File: config.mk
export PLATFORM = sky130hd
export DESIGN_NAME = pwb_page_writer
export DESIGN_NICKNAME = d
export VERILOG_FILES = /design/src/rtl/pwb_pkg.sv /design/src/rtl/pwb_col_tracker.sv /design/src/rtl/pwb_page_store.sv /design/src/rtl/pwb_write_seq.sv /design/src/rtl/pwb_page_writer.sv
export SDC_FILE = /design/constraint.sdc
export NUM_CORES = 1
export LEC_CHECK = 0
export BUFFER_PORTS_ARGS = -buffer_cell sky130_fd_sc_hd__buf_2
export CORE_ASPECT_RATIO = 1.25
export CORE_MARGIN = 2
export CORE_UTILIZATION = 40
export DETAILED_ROUTE_END_ITERATION = 12
export GPL_TIMING_DRIVEN = 0
export PLACE_DENSITY = 0.63
export SLEW_MARGIN = 10
export SYNTH_ARGS = -nofsm -noshare
export SYNTH_HDL_FRONTEND = slang
export SYNTH_HIERARCHICAL = 1
export SYNTH_SLANG_ARGS = --single-unit
File: constraint.sdc
create_clock -name clk -period 5.25 [get_ports clk]
set_input_delay 0.2625 -clock clk [delete_from_list [all_inputs] [get_ports clk]]
set_output_delay 0.2625 -clock clk [all_outputs]
set_load 0.03 [all_outputs]
File: src/rtl/pwb_pkg.sv
package pwb_pkg;
  typedef enum logic [1:0] {
    SQ_IDLE   = 2'd0,
    SQ_HOLD   = 2'd1,
    SQ_COMMIT = 2'd2
  } seq_state_t;

  localparam int unsigned BYTE_W = 8;
endpackage

File: src/rtl/pwb_col_tracker.sv
module pwb_col_tracker #(
  parameter int unsigned ADDR_W = 15,
  parameter int unsigned COL_W  = 6
) (
  input  logic              clk,
  input  logic              rst_n,
  input  logic              load,
  input  logic [ADDR_W-1:0] addr_in,
  input  logic              advance,
  output logic [ADDR_W-COL_W-1:0] row,
  output logic [COL_W-1:0]  col
);
  localparam int unsigned ROW_W = ADDR_W - COL_W;

  always_ff @(posedge clk or negedge rst_n) begin
    if (!rst_n) begin
      row <= '0;
      col <= '0;
    end else if (load) begin
      row <= addr_in[ADDR_W-1:COL_W];
      col <= addr_in[COL_W-1:0];
    end else if (advance) begin
      col <= col + COL_W'(1);   // wraps inside the row
    end
  end

  generate
    if (ROW_W < 1) begin : g_bad_width
      $error("address must be wider than the column field");
    end
  endgenerate
endmodule

File: src/rtl/pwb_page_store.sv
module pwb_page_store #(
  parameter int unsigned PAGE_BYTES = 64,
  parameter int unsigned COL_W      = 6
) (
  input  logic                       clk,
  input  logic                       rst_n,
  input  logic                       clr,
  input  logic                       wr_en,
  input  logic [COL_W-1:0]           wr_col,
  input  logic [pwb_pkg::BYTE_W-1:0] wr_data,
  input  logic [COL_W-1:0]           rd_col,
  output logic [pwb_pkg::BYTE_W-1:0] rd_data,
  output logic                       rd_marked,
  output logic                       any_marked
);
  logic [pwb_pkg::BYTE_W-1:0] slot_q [PAGE_BYTES];
  logic [PAGE_BYTES-1:0]      mark_q;

  always_ff @(posedge clk or negedge rst_n) begin
    if (!rst_n) begin
      mark_q <= '0;
    end else if (clr) begin
      mark_q <= '0;
    end else if (wr_en) begin
      mark_q[wr_col] <= 1'b1;
    end
  end

  generate
    for (genvar i = 0; i < PAGE_BYTES; i++) begin : g_slot
      always_ff @(posedge clk) begin
        if (wr_en && !clr && (wr_col == COL_W'(i))) begin
          slot_q[i] <= wr_data;
        end
      end
    end
  endgenerate

  assign rd_data    = slot_q[rd_col];
  assign rd_marked  = mark_q[rd_col];
  assign any_marked = |mark_q;
endmodule

File: src/rtl/pwb_write_seq.sv
module pwb_write_seq #(
  parameter int unsigned PAGE_BYTES   = 64,
  parameter int unsigned COL_W        = 6,
  parameter int unsigned WRITE_CYCLES = 100
) (
  input  logic             clk,
  input  logic             rst_n,
  input  logic             launch,
  output logic             busy,
  output logic             scan_en,
  output logic [COL_W-1:0] scan_col,
  output logic             done
);
  import pwb_pkg::*;

  localparam int unsigned HOLD_CYCLES = WRITE_CYCLES - PAGE_BYTES;
  localparam int unsigned CNT_MAX     = (HOLD_CYCLES > PAGE_BYTES) ? HOLD_CYCLES : PAGE_BYTES;
  localparam int unsigned CNT_W       = $clog2(CNT_MAX) + 1;
  localparam logic [CNT_W-1:0] HOLD_LAST = CNT_W'(HOLD_CYCLES - 1);
  localparam logic [CNT_W-1:0] SCAN_LAST = CNT_W'(PAGE_BYTES - 1);

  seq_state_t       state_q;
  logic [CNT_W-1:0] cnt_q;

  generate
    if (WRITE_CYCLES <= PAGE_BYTES) begin : g_bad_cycles
      $error("WRITE_CYCLES must exceed PAGE_BYTES");
    end
  endgenerate

  always_ff @(posedge clk or negedge rst_n) begin
    if (!rst_n) begin
      state_q <= SQ_IDLE;
      cnt_q   <= '0;
    end else begin
      unique case (state_q)
        SQ_IDLE: begin
          cnt_q <= '0;
          if (launch) state_q <= SQ_HOLD;
        end
        SQ_HOLD: begin
          if (cnt_q == HOLD_LAST) begin
            state_q <= SQ_COMMIT;
            cnt_q   <= '0;
          end else begin
            cnt_q <= cnt_q + CNT_W'(1);
          end
        end
        SQ_COMMIT: begin
          if (cnt_q == SCAN_LAST) begin
            state_q <= SQ_IDLE;
            cnt_q   <= '0;
          end else begin
            cnt_q <= cnt_q + CNT_W'(1);
          end
        end
        default: begin
          state_q <= SQ_IDLE;
          cnt_q   <= '0;
        end
      endcase
    end
  end

  assign busy     = (state_q != SQ_IDLE);
  assign scan_en  = (state_q == SQ_COMMIT);
  assign scan_col = cnt_q[COL_W-1:0];
  assign done     = (state_q == SQ_COMMIT) && (cnt_q == SCAN_LAST);
endmodule

File: src/rtl/pwb_page_writer.sv
module pwb_page_writer #(
  parameter int unsigned ADDR_W       = 15,
  parameter int unsigned PAGE_BYTES   = 64,
  parameter int unsigned WRITE_CYCLES = 100
) (
  input  logic              clk,
  input  logic              rst_n,
  input  logic              start,
  input  logic              addr_load,
  input  logic [ADDR_W-1:0] addr_in,
  input  logic              write_protect,
  input  logic              din_valid,
  output logic              din_ready,
  input  logic [7:0]        din_data,
  input  logic              stop,
  input  logic              stop_after_ack,
  output logic              busy,
  output logic              arr_we,
  output logic [ADDR_W-1:0] arr_addr,
  output logic [7:0]        arr_wdata
);
  localparam int unsigned COL_W = $clog2(PAGE_BYTES);
  localparam int unsigned ROW_W = ADDR_W - COL_W;

  logic             take;
  logic             latch_en;
  logic             launch;
  logic             discard;
  logic             page_clr;
  logic             any_marked;
  logic             rd_marked;
  logic             scan_en;
  logic             seq_done;
  logic [COL_W-1:0] col;
  logic [COL_W-1:0] scan_col;
  logic [ROW_W-1:0] row;
  logic [7:0]       rd_data;

  assign din_ready = !busy;
  assign take      = din_valid && din_ready;
  assign latch_en  = take && !write_protect;
  assign launch    = !busy && stop && stop_after_ack && any_marked;
  assign discard   = !busy && (start || addr_load || (stop && !launch));
  assign page_clr  = discard || seq_done;

  pwb_col_tracker #(
    .ADDR_W (ADDR_W),
    .COL_W  (COL_W)
  ) u_cols (
    .clk     (clk),
    .rst_n   (rst_n),
    .load    (addr_load && !busy),
    .addr_in (addr_in),
    .advance (take),
    .row     (row),
    .col     (col)
  );

  pwb_page_store #(
    .PAGE_BYTES (PAGE_BYTES),
    .COL_W      (COL_W)
  ) u_store (
    .clk        (clk),
    .rst_n      (rst_n),
    .clr        (page_clr),
    .wr_en      (latch_en),
    .wr_col     (col),
    .wr_data    (din_data),
    .rd_col     (scan_col),
    .rd_data    (rd_data),
    .rd_marked  (rd_marked),
    .any_marked (any_marked)
  );

  pwb_write_seq #(
    .PAGE_BYTES   (PAGE_BYTES),
    .COL_W        (COL_W),
    .WRITE_CYCLES (WRITE_CYCLES)
  ) u_seq (
    .clk      (clk),
    .rst_n    (rst_n),
    .launch   (launch),
    .busy     (busy),
    .scan_en  (scan_en),
    .scan_col (scan_col),
    .done     (seq_done)
  );

  assign arr_we    = scan_en && rd_marked;
  assign arr_addr  = {row, scan_col};
  assign arr_wdata = rd_data;
endmodule

==> results_dict.tcl <==
set metrics [dict create \
    post-route-drc-count 0 \
    place_area_um2 25400 \
    cts_tree "done" \
    setup_tns_ns 0 \
    avgSynthCellArea_um2 18.3 \
    slew_viol_final 0 \
    routedWlPerCell_um 26.9 \
    post-cts-setup-buffers 0 \
    power_switching_mw 3.46 \
    run_status "finished, final reports clean" \
    grt_pass1_wl_um 89200 \
    fmax_mhz 218 \
    yosys-top-cells-area "edfxtp_1, mux4_2, dfrtp_1" \
    worstSkewPairLatency_ns 0.59 \
    overflow 0 \
    final-seq-area_um2 17600 \
    grt_usage_pct 19.6 \
    post-route-period-util_pct 87.3 \
    syn_nets 1351 \
    drt_iter0_markers 1456 \
    p_clk_share_pct 32.4 \
    yosys.area.top_type_share_pct 63.8 \
    fillers 5070 \
    ys.flop_type "edfxtp_1" \
    chipHeight_um 278 \
    fin_crit_ns 4.58 \
    dp.cells 2136 \
    final_area_um2 27300 \
    grt_pass1_vias 13300 \
    stdcell_count 2249 \
    nets 1480 \
    yosysWarnings 6 \
    yosysTopAreaCell "edfxtp_1" \
    io_buffers 56 \
    grt_setup_unrepaired "no" \
    root_buffer "clkbuf_16" \
    skew_ns 0.0222 \
    cts-buffers-inserted 53 \
    p_int_mw 8.56 \
    path_class "flip-flop to flip-flop" \
    num_rows 100 \
    ys_ff_latch 600 \
    vias 13100 \
    crit_buf_inv 1 \
    synthArstFlopShare_pct 14.7 \
    power_mw 12.0 \
    power_frac_seq_pct 44.5 \
    core_area_um2 59600 \
    gp_congestion 0.911 \
    clock_path_buffers 3 \
    initial_core_util_pct 40.5 \
    hold_violations 0 \
    boundaryPins 57 \
    combPwrFrac_pct 23.1 \
    crit_family "simple AND/OR/NAND/NOR gates" \
    htree_levels 2 \
    die_area_um2 62200 \
    setup_viol 0 \
    leakage_nw 8.72 \
    vdd_drop_max_uv 349 \
    place_hpwl_um 39900 \
    worst-slew-pin-transition_ns 1.09 \
    clock-sinks 600 \
    slowest_delay_ns 0.84 \
    wirelength_um 60400 \
    end_kind "flip-flop" \
    antenna_left 0 \
    yosysUniqueCellTypes 49 \
    crit_arrival_ns 4.80 \
    critPathRequiredTime_ns 5.47 \
    cp_cell_sequence "nor4_1, nand4_1, or4_1, nand2_1, a311o_1, and3b_1, nand3_1, clkbuf_1, nor2_1" \
    holdCritPathClass "input pin to asynchronous set/reset pin" \
    slew-limit-headroom_pct 27.0 \
    path_clk_slew_ns 0.06 \
    netlist_area_um2 24100 \
    cp_max_fo 10 \
    cap_violations 0 \
    first_pass_iters 5 \
    synth_edf_count 512 \
    p_per_area_nw_per_um2 441 \
    grt_max_degree 65 \
    synth_seq_area_share_pct 72.9 \
    multi_input_area_um2 5770 \
    area.growth.synth_to_final_pct 13.2 \
    switching_share_pct 28.8 \
    dieWidth_um 224 \
    crit_slowest_cell "clkbuf_1" \
    synth_cells 1314 \
    via_per_inst 5.81 \
    utilization_pct 45.8 \
    antenna_cells 0 \
    antenna_found_initial 0 \
    drive_gt1_share_pct 22.5 \
    cp-start-kind "flip-flop" \
]
## cells in the mapped netlist (4+ instances only)
cell / number
edfxtp_1: 512
mux4_2: 137
nor2_1: 94
dfrtp_1: 88
o22ai_1: 82
inv_1: 71
mux2i_1: 44
clkbuf_1: 40
nand2_1: 29
buf_2: 20
nor4_1: 17
a22oi_1: 16
buf_4: 16
a211oi_1: 15
mux2_2: 12
buf_1: 9
o21ai_0: 9
a32o_1: 7
buf_6: 7
nand3_1: 7
nor2b_1: 7
o221ai_1: 7
o31ai_1: 7
ha_1: 6
xor2_1: 6
nand4_1: 5
nand3b_1: 4
or3_1: 4
## cell families after synthesis
group	synth area share, %
DFF	72.9
muxes	15.2
and+or+nand+nor	3.68
buffers and inverters	3.13
AOI/OAI and AO/OA	4.43
xor gates and xnor gates	0.327
adders and majority gates	0.311
## metal layers
layer	up-vias	GRT usage [%]	part of all wire [%]	routed length [um]
met4	0	9.62	5.3	3210
met1	6814	25.4	39	23800
li1	5512	-	-	-
met3	154	3.33	7.0	4200
met5	-	0	0	0
met2	576	32.2	48	29200
## final timing paths
path                                           startpoint                         endpoint  slack, ns  cells past startpoint
min                                                 rst_n         u_seq/cnt_q[2]$_DFF_PN0_       0.15                      2
min reg2reg                      u_seq/cnt_q[0]$_DFF_PN0_         u_seq/cnt_q[0]$_DFF_PN0_       0.51                      1
max                        u_store/mark_q[42]$_DFFE_PN0P_  u_store/slot_q[31][4]$_DFFE_PP_       0.67                      9
max reg2reg                u_store/mark_q[42]$_DFFE_PN0P_  u_store/slot_q[31][4]$_DFFE_PP_       0.67                      9
min in group clk                              din_data[6]  u_store/slot_q[40][6]$_DFFE_PP_       0.17                      1
max in group asynchronous                           rst_n   u_store/mark_q[14]$_DFFE_PN0P_       4.46                      3
## power by group through the flow
stage                     clock (mW)  sequential (mW)  combinational, mW
after floorplan                    0             5.50               1.78
after global placement             0             5.44               2.72
after detailed placement           0             5.45               2.76
after CTS                       3.96             5.35               2.77
after global routing            4.13             5.36               2.95
final                           3.90             5.35               2.78
## metrics by stage
stage | setup slack, ns | hold WS, ns
final | 0.669 | 0.152
after global routing | 0.674 | 0.186
after detailed placement | 0.879 | 0.226
after floorplan | 2.23 | -0.0331
after CTS | 0.857 | 0.145
after global placement | 0.928 | 0.476
## layout make-up
class / count / share of cell area [%]
Buffer: 93 / 1.79
Tap cell: 765 / 3.51
Sequential cell: 600 / 64.4
Clock inverter: 33 / 1.30
Multi-Input combinational cell: 550 / 21.2
Timing Repair Buffer: 74 / 1.84
Clock buffer: 63 / 5.00
Inverter: 71 / 0.977
## cells in the final DEF (no fill, tap or decap), drive strengths merged, types with 4 or more instances in the layout
cell / instances
a32o: 7
nor2: 94
mux2: 12
a22oi: 16
bufinv: 7
nand2: 29
a211oi: 15
o22ai: 82
nor2b: 7
nand3b: 4
nor4: 17
o21ai: 11
o31ai: 7
nor3b: 4
dlygate4sd3: 16
clkinv: 15
nand4: 6
buf: 110
or3: 4
mux4: 137
mux2i: 44
nand3: 7
inv: 76
clkbuf: 104
edfxtp: 512
clkinvlp: 6
o221ai: 7
xor2: 6
ha: 6
dfrtp: 88
## registers in the layout (all words and copies together), names as in the netlist
| signal | count |
|---|---|
| u_seq/cnt_q | 7 |
| u_cols/row | 9 |
| u_store/mark_q | 64 |
| u_cols/col | 6 |
| u_store/slot_q | 512 |
| u_seq/state_q | 2 |
## timing repair
action	in CTS	in global routing
endpoints found under the hold margin	44	0
hold buffers	16	0
resized for setup	0	0
(Power assumes the default switching activity.)
